## src/rtl/addr_serial_port.sv

```systemverilog
module addr_serial_port #(
  parameter int OSR = 16
) (
  input  logic       clk,
  input  logic       rst_n,
  input  logic       baud_x16,
  input  logic       bus_sel,
  input  logic       bus_wr,
  input  logic [7:0] bus_wdata,
  output logic [7:0] bus_rdata,
  input  logic       irq_en,
  output logic       irq,
  input  logic       rxd,
  output logic       txd
);
  localparam int CW  = $clog2(OSR);
  localparam int MID = OSR / 2;

  logic       mode_q, mce_q, ren_q, tb8_q, rb8_q, ti_q, ri_q;
  logic [7:0] rbuf_q;
  logic       ctrl_wr, data_wr;

  assign ctrl_wr   = bus_wr & ~bus_sel;
  assign data_wr   = bus_wr & bus_sel;
  assign bus_rdata = bus_sel ? rbuf_q : {mode_q, 1'b1, mce_q, ren_q, tb8_q, rb8_q, ti_q, ri_q};
  assign irq       = irq_en & (ri_q | ti_q);

  // transmitter
  logic          tx_busy, txd_q;
  logic [CW-1:0] tx_cnt;
  logic [3:0]    tx_left;
  logic [9:0]    tx_sh;
  logic          tx_edge, ti_set;

  assign tx_edge = tx_busy && baud_x16 && tx_cnt == CW'(OSR - 1);
  assign ti_set  = tx_edge && tx_left == 4'd1;
  assign txd     = txd_q;

  always_ff @(posedge clk) begin
    if (!rst_n) begin
      tx_busy <= 1'b0;
      txd_q   <= 1'b1;
      tx_cnt  <= '0;
      tx_left <= '0;
      tx_sh   <= '1;
    end else if (!tx_busy) begin
      if (data_wr) begin
        tx_busy <= 1'b1;
        tx_cnt  <= '0;
        txd_q   <= 1'b0;
        tx_sh   <= {1'b1, mode_q ? tb8_q : 1'b1, bus_wdata};
        tx_left <= mode_q ? 4'd10 : 4'd9;
      end
    end else if (baud_x16) begin
      tx_cnt <= (tx_cnt == CW'(OSR - 1)) ? '0 : tx_cnt + 1'b1;
      if (tx_edge) begin
        if (tx_left == 4'd0) tx_busy <= 1'b0;
        else begin
          txd_q   <= tx_sh[0];
          tx_sh   <= {1'b1, tx_sh[9:1]};
          tx_left <= tx_left - 4'd1;
        end
      end
    end
  end

  // receiver
  logic          rx_s1, rx_s2, rx_prev, rx_busy, rx_b9, smp_a, smp_b;
  logic [CW-1:0] rx_cnt;
  logic [3:0]    rx_idx;
  logic [7:0]    rx_sh;
  logic          vote, rx_dec, rx_done, ninth, ri_set;

  assign vote    = (smp_a & smp_b) | (smp_a & rx_s2) | (smp_b & rx_s2);
  assign rx_dec  = rx_busy && baud_x16 && rx_cnt == CW'(MID + 1);
  assign rx_done = rx_dec && rx_idx == (mode_q ? 4'd10 : 4'd9);
  assign ninth   = mode_q ? rx_b9 : vote;
  assign ri_set  = rx_done && ren_q && (!mce_q || ninth);

  always_ff @(posedge clk) begin
    if (!rst_n) begin
      rx_s1   <= 1'b1;
      rx_s2   <= 1'b1;
      rx_prev <= 1'b1;
      rx_busy <= 1'b0;
      rx_cnt  <= '0;
      rx_idx  <= '0;
      rx_sh   <= '0;
      rx_b9   <= 1'b0;
      smp_a   <= 1'b1;
      smp_b   <= 1'b1;
    end else begin
      rx_s1 <= rxd;
      rx_s2 <= rx_s1;
      if (baud_x16) rx_prev <= rx_s2;
      if (!ren_q) rx_busy <= 1'b0;
      else if (!rx_busy) begin
        if (baud_x16 && rx_prev && !rx_s2) begin
          rx_busy <= 1'b1;
          rx_cnt  <= '0;
          rx_idx  <= '0;
        end
      end else if (baud_x16) begin
        rx_cnt <= (rx_cnt == CW'(OSR - 1)) ? '0 : rx_cnt + 1'b1;
        if (rx_cnt == CW'(OSR - 1)) rx_idx <= rx_idx + 4'd1;
        if (rx_cnt == CW'(MID - 1)) smp_a <= rx_s2;
        if (rx_cnt == CW'(MID))     smp_b <= rx_s2;
        if (rx_dec) begin
          if (rx_idx == 4'd0 && vote) rx_busy <= 1'b0;
          else if (rx_idx >= 4'd1 && rx_idx <= 4'd8) rx_sh <= {vote, rx_sh[7:1]};
          else if (rx_idx == 4'd9 && mode_q) rx_b9 <= vote;
          if (rx_done) rx_busy <= 1'b0;
        end
      end
    end
  end

  // control and data registers
  always_ff @(posedge clk) begin
    if (!rst_n) begin
      {mode_q, mce_q, ren_q, tb8_q, rb8_q, ti_q, ri_q} <= '0;
      rbuf_q <= '0;
    end else begin
      if (ctrl_wr) begin
        mode_q <= bus_wdata[7];
        mce_q  <= bus_wdata[5];
        ren_q  <= bus_wdata[4];
        tb8_q  <= bus_wdata[3];
        rb8_q  <= bus_wdata[2];
        ti_q   <= bus_wdata[1];
        ri_q   <= bus_wdata[0];
      end
      if (ri_set) begin
        ri_q   <= 1'b1;
        rbuf_q <= rx_sh;
        rb8_q  <= ninth;
      end
      if (ti_set) ti_q <= 1'b1;
    end
  end

  assert_ri_sticky_R9: assert property (@(posedge clk) disable iff (!rst_n)
    ri_q && !ctrl_wr |=> ri_q);
  assert_ti_sticky_R9: assert property (@(posedge clk) disable iff (!rst_n)
    ti_q && !ctrl_wr |=> ti_q);
  assert_ti_at_stop_R4: assert property (@(posedge clk) disable iff (!rst_n)
    $rose(ti_q) && !$past(ctrl_wr) |-> txd);
  assert_addr_filter_R6: assert property (@(posedge clk) disable iff (!rst_n)
    $rose(ri_q) && !$past(ctrl_wr) && mode_q && mce_q |-> rb8_q);
  assert_stop_filter_R7: assert property (@(posedge clk) disable iff (!rst_n)
    $rose(ri_q) && !$past(ctrl_wr) && !mode_q && mce_q |-> rb8_q);
  assert_rx_off_R8: assert property (@(posedge clk) disable iff (!rst_n)
    !ren_q && !ctrl_wr |=> !$rose(ri_q));
  assert_irq_gate_R10: assert property (@(posedge clk) disable iff (!rst_n)
    irq |-> irq_en && (ri_q || ti_q));
endmodule

```

## config.mk

```make
export PLATFORM = sky130hd
export DESIGN_NAME = addr_serial_port
export DESIGN_NICKNAME = d
export VERILOG_FILES = /design/src/rtl/addr_serial_port.sv
export SDC_FILE = /design/constraint.sdc
export NUM_CORES = 1
export LEC_CHECK = 0
export BUFFER_PORTS_ARGS = -buffer_cell sky130_fd_sc_hd__clkbuf_2
export CORE_MARGIN = 2
export CORE_UTILIZATION = 40
export DETAILED_ROUTE_END_ITERATION = 12
export GPL_TIMING_DRIVEN = 0
export PLACE_DENSITY = 0.53
export SLEW_MARGIN = 20
export SYNTH_ARGS = -nofsm -noshare
export SYNTH_HDL_FRONTEND = slang
export SYNTH_SLANG_ARGS = --single-unit
```

## constraint.sdc

```tcl
create_clock -name clk -period 1.9 [get_ports clk]
set_input_delay 0.095 -clock clk [delete_from_list [all_inputs] [get_ports clk]]
set_output_delay 0.095 -clock clk [all_outputs]
set_load 0.1 [all_outputs]
```

==> impl_metrics.csv, run 1 <==
group,metric,value,unit
critical_path,r2r_start,"rx_idx[0]",
drt,drt_wl_total,6220,um
drt,vias,2264,
sta,finalMaxSlewViolations,0,
flow_run,drv_cap,0,
floorplanning,rows,30,
yosys,yosys.area.top_type,"dfxtp_1",
floorplanning,die_area,7590,sq um
yosys,syn-instance-count,304,
place,place.gp.congestion,0.806,
yosys,async_reset_ff_share,0,%
cells_and_area,multi_input_area,1560,sq um
sta,finalCritPeriodShare,91.4,%
critical_path,arrival,1.95,ns
clock_tree,numCtsBuffers,9,
sta,max_freq,0.576,GHz
cells_and_area,finalNonFillerCells,431,
critical_path,worstPathMaxFanout,6,
drt,ant_nets,0,
clock_tree,path_clk_slew,0.07,ns
clock_tree,clock-sinks,57,
floorplanning,fp.dieW,87.1,um
critical_path,end_kind,"register",
sta,slew_headroom,61.1,%
critical_path,start_kind,"register",
global_routing,grt_first_pass_wirelength,10700,um
run_status,outcome,"complete, no violations",
min_path,whs_path_depth,3,
yosys,synth_top_area_share,41.3,%
sta,worstMarginPinSlew,0.584,ns
yosys,yosysWarnings,0,
place,dpl.hpwl,4400,um
sta,finalClockSkew,0.00839,ns
cells_and_area,post-route-util,48.4,%
floorplanning,die-height,87.1,um
cells_and_area,drive_gt1_share,16.8,%
cells_and_area,nets,370,
clock_tree,htree_levels,3,
drt,dr.pass1.iters,5,
critical_path,crit_start,"rx_idx[0]",
critical_path,slowest_stage,"dfxtp_1",
sta,fin_crit,1.74,ns
yosys,ys_seq_area_share,41.3,%
sta,setup_viol,0,
critical_path,rrSetupSlack,0.16,ns
sta,hold_viol,0,
clock_tree,clock-root-buffer,"clkbuf_8",
cells_and_area,syn_to_final_growth,18.3,%
global_routing,grt_antenna_before_repair,0,
clock_tree,insertion_delay,0.34,ns
yosys,yosys-top-cells-area,"dfxtp_1 (41%), mux2i_1 (11%), nand2_1 (6.0%), ha_1 (4.1%), nand3_1 (3.4%)",
critical_path,worst_r2r_path_depth,5,
drt,viasPerCell,5.25,
yosys,synth-edff-count,0,
floorplanning,core,6760,sq um
global_routing,grt_pass1_vias,2158,
yosys,synth_flop_cell,"dfxtp_1",
cells_and_area,seqCellArea,1140,sq um
power,power_leakage,1.39,nW
yosys,ys_seq_elements,57,
clock_tree,clockBufferDepth,2,
min_path,hold_path_end,"tx_sh[4]",
place,port_buffers,23,
critical_path,crit_required,2.12,ns
floorplanning,start_util,40.9,%
critical_path,r2r-end,"rbuf_q[6]",
min_path,hold_class,"input port to register",
clock_tree,cts_tree,"built",
critical_path,cpPeakStageDelay,0.44,ns
cells_and_area,final_common_cell,"dfxtp_1",
global_routing,grt_max_degree,11,
sta,rsz0062_at_grt,"no",
place,placedCellCount,407,
yosys,synth_cell_types,50,
power,cellPowerDensity,802,nW/um^2
critical_path,critical_path_class,"register to register",
cells_and_area,nFillCells,681,
global_routing,track_usage,18.5,%
drt,drc,0,
global_routing,overflow,0,
cells_and_area,insertedDiodeCount,0,
yosys,synth_area_per_cell,9.09,sq um
power,p_total,2.62,mW
drt,wl_per_cell,14.4,um
floorplanning,io_pins,25,
power,vdd_drop_max,0.000413,V
yosys,synth_area,2760,sq um
drt,drt_iter0_drc,123,
cells_and_area,final_cell_mix,"dfxtp_1 (57), nand2_1 (44), mux2i_1 (31)",
yosys,syn_nets,328,
critical_path,crit_chain,"or3b_4 > a2111oi_4 > buf_4 > nand2_2 > mux2i_1",
min_path,min_from,"bus_wdata[4]",
layer usage:
metal | wire length [um] | vias up | track usage (%)
li1 | - | 1158 | -
met2 | 2750 | 36 | 27.8
met5 | 0 | - | 0
met3 | 283 | 7 | 5.78
met1 | 3110 | 1063 | 25.3
met4 | 72 | 0 | 5.87
flip-flops by register name, indices dropped and copies added, names as in the netlist, 4 cells and up:
signal,flops
tx_left,4
rbuf_q,8
tx_sh,9
tx_cnt,4
rx_idx,4
rx_sh,8
rx_cnt,4
synthesized netlist by cell type, types with 2 or more instances:
| master | number |
|---|---|
| o21a_1 | 2 |
| nor3_1 | 4 |
| nand4_1 | 2 |
| or3b_1 | 2 |
| ha_1 | 9 |
| nand3_1 | 19 |
| inv_1 | 9 |
| a21boi_0 | 6 |
| a22oi_1 | 10 |
| nor2b_1 | 13 |
| and2_1 | 3 |
| nand2_1 | 44 |
| clkbuf_1 | 11 |
| mux2_2 | 6 |
| a21boi_1 | 2 |
| a21oi_1 | 10 |
| mux2i_1 | 31 |
| nand3b_1 | 2 |
| o31ai_1 | 2 |
| o211ai_1 | 2 |
| o21ai_0 | 5 |
| nor2_1 | 14 |
| dfxtp_1 | 57 |
| a211oi_1 | 2 |
| nand2b_1 | 5 |
| and3_1 | 3 |
| nor3b_1 | 3 |
| xnor2_1 | 2 |
| buf_2 | 3 |
cells by family (layout without fill, tap and decap cells):
family                   after synthesis  count (layout)  share of synthesized area, %
AO/OA/AOI/OAI                         53              53                          14.2
XOR/XNOR                               3               3                         0.951
adder cells (fa/ha/maj)                9               9                          4.08
buffers and inverters                 24              70                          3.40
flip-flops                            57              57                          41.3
multiplexers                          37              37                          13.7
AND/OR/NAND/NOR                      121             122                          22.4
cell type report:
class / count / area share [%]
buffer: 15 / 1.91
clock buffer: 13 / 4.56
inverter: 9 / 1.03
tap: 80 / 3.06
multi-input combinational: 224 / 47.8
clock inverter: 3 / 1.23
timing repair buffer: 30 / 5.52
sequential: 57 / 34.9
per-stage QoR:
step | TNS [ns] | hold slack, ns | setup slack [ns] | cell area (sq um)
global placement | -0.233 | 0.276 | -0.0439 | 2980
finish | 0 | 0.00325 | 0.164 | 3270
detailed placement | -0.186 | 0.281 | -0.0349 | 2980
floorplan | 0 | 0.196 | 0.0861 | 2760
global route | 0 | 0.00133 | 0.0273 | 3270
CTS | 0 | 0.000104 | 0.0190 | 3220
power breakdown:
group	leakage, nW	switching (mW)	internal, mW
Sequential	0.463	0.0225	1.23
Combinational	0.830	0.164	0.0853
Clock	0.0974	0.483	0.639
critical path, delay by kind of cell (launching register included):
kind / cells / cell delay, ns
AO/OA/AOI/OAI: 1 / 0.28
buffers and inverters: 1 / 0.19
flip-flops: 1 / 0.44
multiplexers: 1 / 0.16
AND/OR/NAND/NOR: 2 / 0.55
worst max path at each step:
stage	to	cells past startpoint	slack (ns)
floorplan	bus_rdata[5]	2	0.09
global placement	tx_sh[5]	7	-0.04
detailed placement	tx_sh[5]	7	-0.03
CTS	rbuf_q[0]	5	0.02
global route	rx_sh[1]	5	0.03
finish	rbuf_q[6]	5	0.16
what timing repair did:
action / 4_1_cts / 5_1_grt
hold endpoints to repair: 5 / 0
setup endpoints to repair: 9 / 22
buffers inserted: 0 / 2
hold buffers: 5 / 0
gates cloned: 0 / 1
resized for setup: 1 / 6
pin swaps: 0 / 1
Power figures use the tool's default switching activity.
==> inputs of run 2 (changes only) <==
--- a/config.mk
+++ b/config.mk
@@ -10,8 +10,8 @@
 export CORE_UTILIZATION = 40
 export DETAILED_ROUTE_END_ITERATION = 12
 export GPL_TIMING_DRIVEN = 0
-export PLACE_DENSITY = 0.53
-export SLEW_MARGIN = 20
+export PLACE_DENSITY = 0.63
+export SLEW_MARGIN = 0
 export SYNTH_ARGS = -nofsm -noshare
 export SYNTH_HDL_FRONTEND = slang
 export SYNTH_SLANG_ARGS = --single-unit
==> run 2 against run 1 <==
Register-to-register slack worse by 0.05 ns. Final area increased by 0.69%. Sequential share of layout area shrank 0.24 points. Maximum frequency decreased by 2.9%. Hold slack better by 0.013 ns. Largest power group unchanged. First-iteration DRC count fell by 28%.
==> impl_metrics.csv, run 2 (same netlist as run 1, synthesis figures left out) <==
group,metric,value,unit
run_status,outcome,"complete, no violations",
drt,top_layer_used,"met4",
clock_tree,path_clk_slew,0.07,ns
drt,wl_met1,3080,um
drt,drt_wl_total,6140,um
clock_tree,numCtsBuffers,9,
critical_path,cpPeakStageDelay,0.51,ns
sta,fin_ws,0.112,ns
global_routing,overflow,0,
global_routing,track_usage,17.3,%
drt,viasPerCell,5.31,
sta,hold_viol,0,
critical_path,worstPathMaxFanout,8,
critical_path,crit_chain,"nand2_1 > a211o_1 > a31o_1 > buf_2 > mux2i_1",
cells_and_area,syn_to_final_growth,19.1,%
drt,drt_iter0_drc,88,
critical_path,path_buf_inv,1,
cells_and_area,final_common_cell,"dfxtp_1",
power,netSwitchingFraction,25.3,%
sta,max_freq,0.559,GHz
global_routing,grt_max_degree,11,
clock_tree,clock-root-buffer,"clkbuf_8",
power,p_seq_share,45.6,%
flow_run,drv_cap,0,
power,p_switching,0.692,mW
place,place.gp.congestion,0.808,
sta,finalCritPeriodShare,94.1,%
drt,drc,0,
drt,wl_per_cell,14.3,um
clock_tree,clock-sinks,57,
drt,ant_nets,0,
sta,slew_headroom,60.0,%
power,clockPowerShare,45.1,%
sta,fin_crit,1.79,ns
floorplanning,fp.dieW,87.1,um
critical_path,critPathTopFamily,"flip-flops",
clock_tree,insertion_delay,0.34,ns
floorplanning,core,6760,sq um
cells_and_area,regMostFlops,"tx_sh",
floorplanning,die_area,7590,sq um
critical_path,cp.depth,5,
clock_tree,cts_tree,"built",
critical_path,start_kind,"register",
cells_and_area,post-route-util,48.7,%
cells_and_area,nFillCells,687,
critical_path,worst_r2r_path_depth,5,
critical_path,crit_required,2.11,ns
cells_and_area,largest_register_ffs,9,
place,dpl.hpwl,4300,um
global_routing,grt_pass1_vias,2150,
clock_tree,htree_levels,3,
cells_and_area,nets,370,
floorplanning,rows,30,
critical_path,end_kind,"register",
cells_and_area,largest_registers,"tx_sh (9), rbuf_q (8), rx_sh (8)",
sta,finalClockSkew,0.00972,ns
power,power_frac_comb,9.3,%
power,internal_power,2.05,mW
drt,dr.pass1.iters,4,
place,post-place-ws,0.00842,ns
drt,route.met2.wl,2750,um
global_routing,grt_first_pass_wirelength,10200,um
power,cellPowerDensity,833,nW/um^2
drt,vias,2289,
cells_and_area,insertedDiodeCount,0,
global_routing,grt_antenna_before_repair,0,
sta,worstMarginPinSlew,0.600,ns
drt,route.met3.wl,249,um
sta,finalMaxSlewViolations,0,
sta,setup_viol,0,
critical_path,arrival,2.00,ns
power,power_leakage,1.40,nW
critical_path,critical_path_class,"register to register",
min_path,hold_class,"input port to register",
critical_path,slowest_stage,"dfxtp_1",
floorplanning,io_pins,25,
cells_and_area,finalNonFillerCells,431,
place,port_buffers,23,
place,placedCellCount,407,
cells_and_area,drive_gt1_share,16.2,%
floorplanning,die-height,87.1,um
cells_and_area,final_cell_mix,"dfxtp_1 (57), nand2_1 (44), mux2i_1 (31)",
power,vdd_drop_max,0.000553,V
sta,rsz0062_at_grt,"no",
clock_tree,clockBufferDepth,2,
floorplanning,start_util,40.9,%
sta,fin_setup_tns,0,ns
min_path,whs_path_depth,3,
==> run 2: changes by cell type in the layout (fill, tap and decap cells not counted), sizes merged <==
cell / previous run / this run
buf: 6 / 4
bufinv: 1 / 2
clkbuf: 47 / 44
clkinv: 2 / 3
clkinvlp: 0 / 1
dlygate4sd3: 5 / 8
nand2: 46 / 45
==> run 2: cell type report <==
| class | count | area (sq um) | area share (%) |
|---|---|---|---|
| inverters | 9 | 33.8 | 1.03 |
| plain buffers | 15 | 62.6 | 1.90 |
| repair buffers | 31 | 195 | 5.93 |
| flip-flops and latches | 57 | 1140 | 34.7 |
| multi-input cells | 223 | 1550 | 47.0 |
| clock buffers | 10 | 128 | 3.88 |
| clock inverters | 6 | 82.6 | 2.51 |
| well taps | 80 | 100 | 3.04 |
==> run 2: worst reg2reg max path: stages (launching register included) <==
cell and delay [ns]:
dfxtp_1 0.51, nand2_1 0.30, a211o_1 0.34, a31o_1 0.17
buf_2 0.20, mux2i_1 0.15
==> run 2: path summary, 6_finish.rpt <==
path	to	slack, ns	from
min reg2reg	rx_s2	0.41	rx_s1
max reg2reg	rx_sh[4]	0.11	ren_q
max	rx_sh[4]	0.11	ren_q
min	tx_sh[7]	0.02	bus_wdata[7]
==> run 2: power by group through the flow <==
stage / Sequential [mW] / Clock, mW / Combinational [mW]
2_1_floorplan: 1.28 / 0 / 0.169
6_report: 1.25 / 1.23 / 0.255
4_1_cts: 1.25 / 1.25 / 0.252
3_5_place_dp: 1.27 / 0 / 0.237
3_3_place_gp: 1.27 / 0 / 0.237
5_1_grt: 1.25 / 1.32 / 0.279
==> run 2: metrics by stage <==
stage / cell area [sq um] / power [mW] / hold WS, ns
6_report: 3290 / 2.74 / 0.0161
5_1_grt: 3290 / 2.85 / 0.0490
4_1_cts: 3270 / 2.75 / 0.000261
3_5_place_dp: 2980 / 1.51 / 0.290
2_1_floorplan: 2760 / 1.45 / 0.196
3_3_place_gp: 2980 / 1.51 / 0.284
==> run 2: timing repair <==
| action | CTS | global route |
|---|---|---|
| hold endpoints to repair | 8 | 0 |
| pin swaps | 0 | 1 |
| setup endpoints to repair | 6 | 22 |
| gates resized for setup | 1 | 5 |
| setup buffers | 0 | 0 |
| hold buffers | 8 | 0 |
==> run 2: metal layers <==
metal  global-route usage (%)  vias to the layer above
met4                     5.87                        0
met5                        0                        -
li1                         -                     1156
met2                     26.6                       42
met1                     22.7                     1084
met3                     5.88                        7
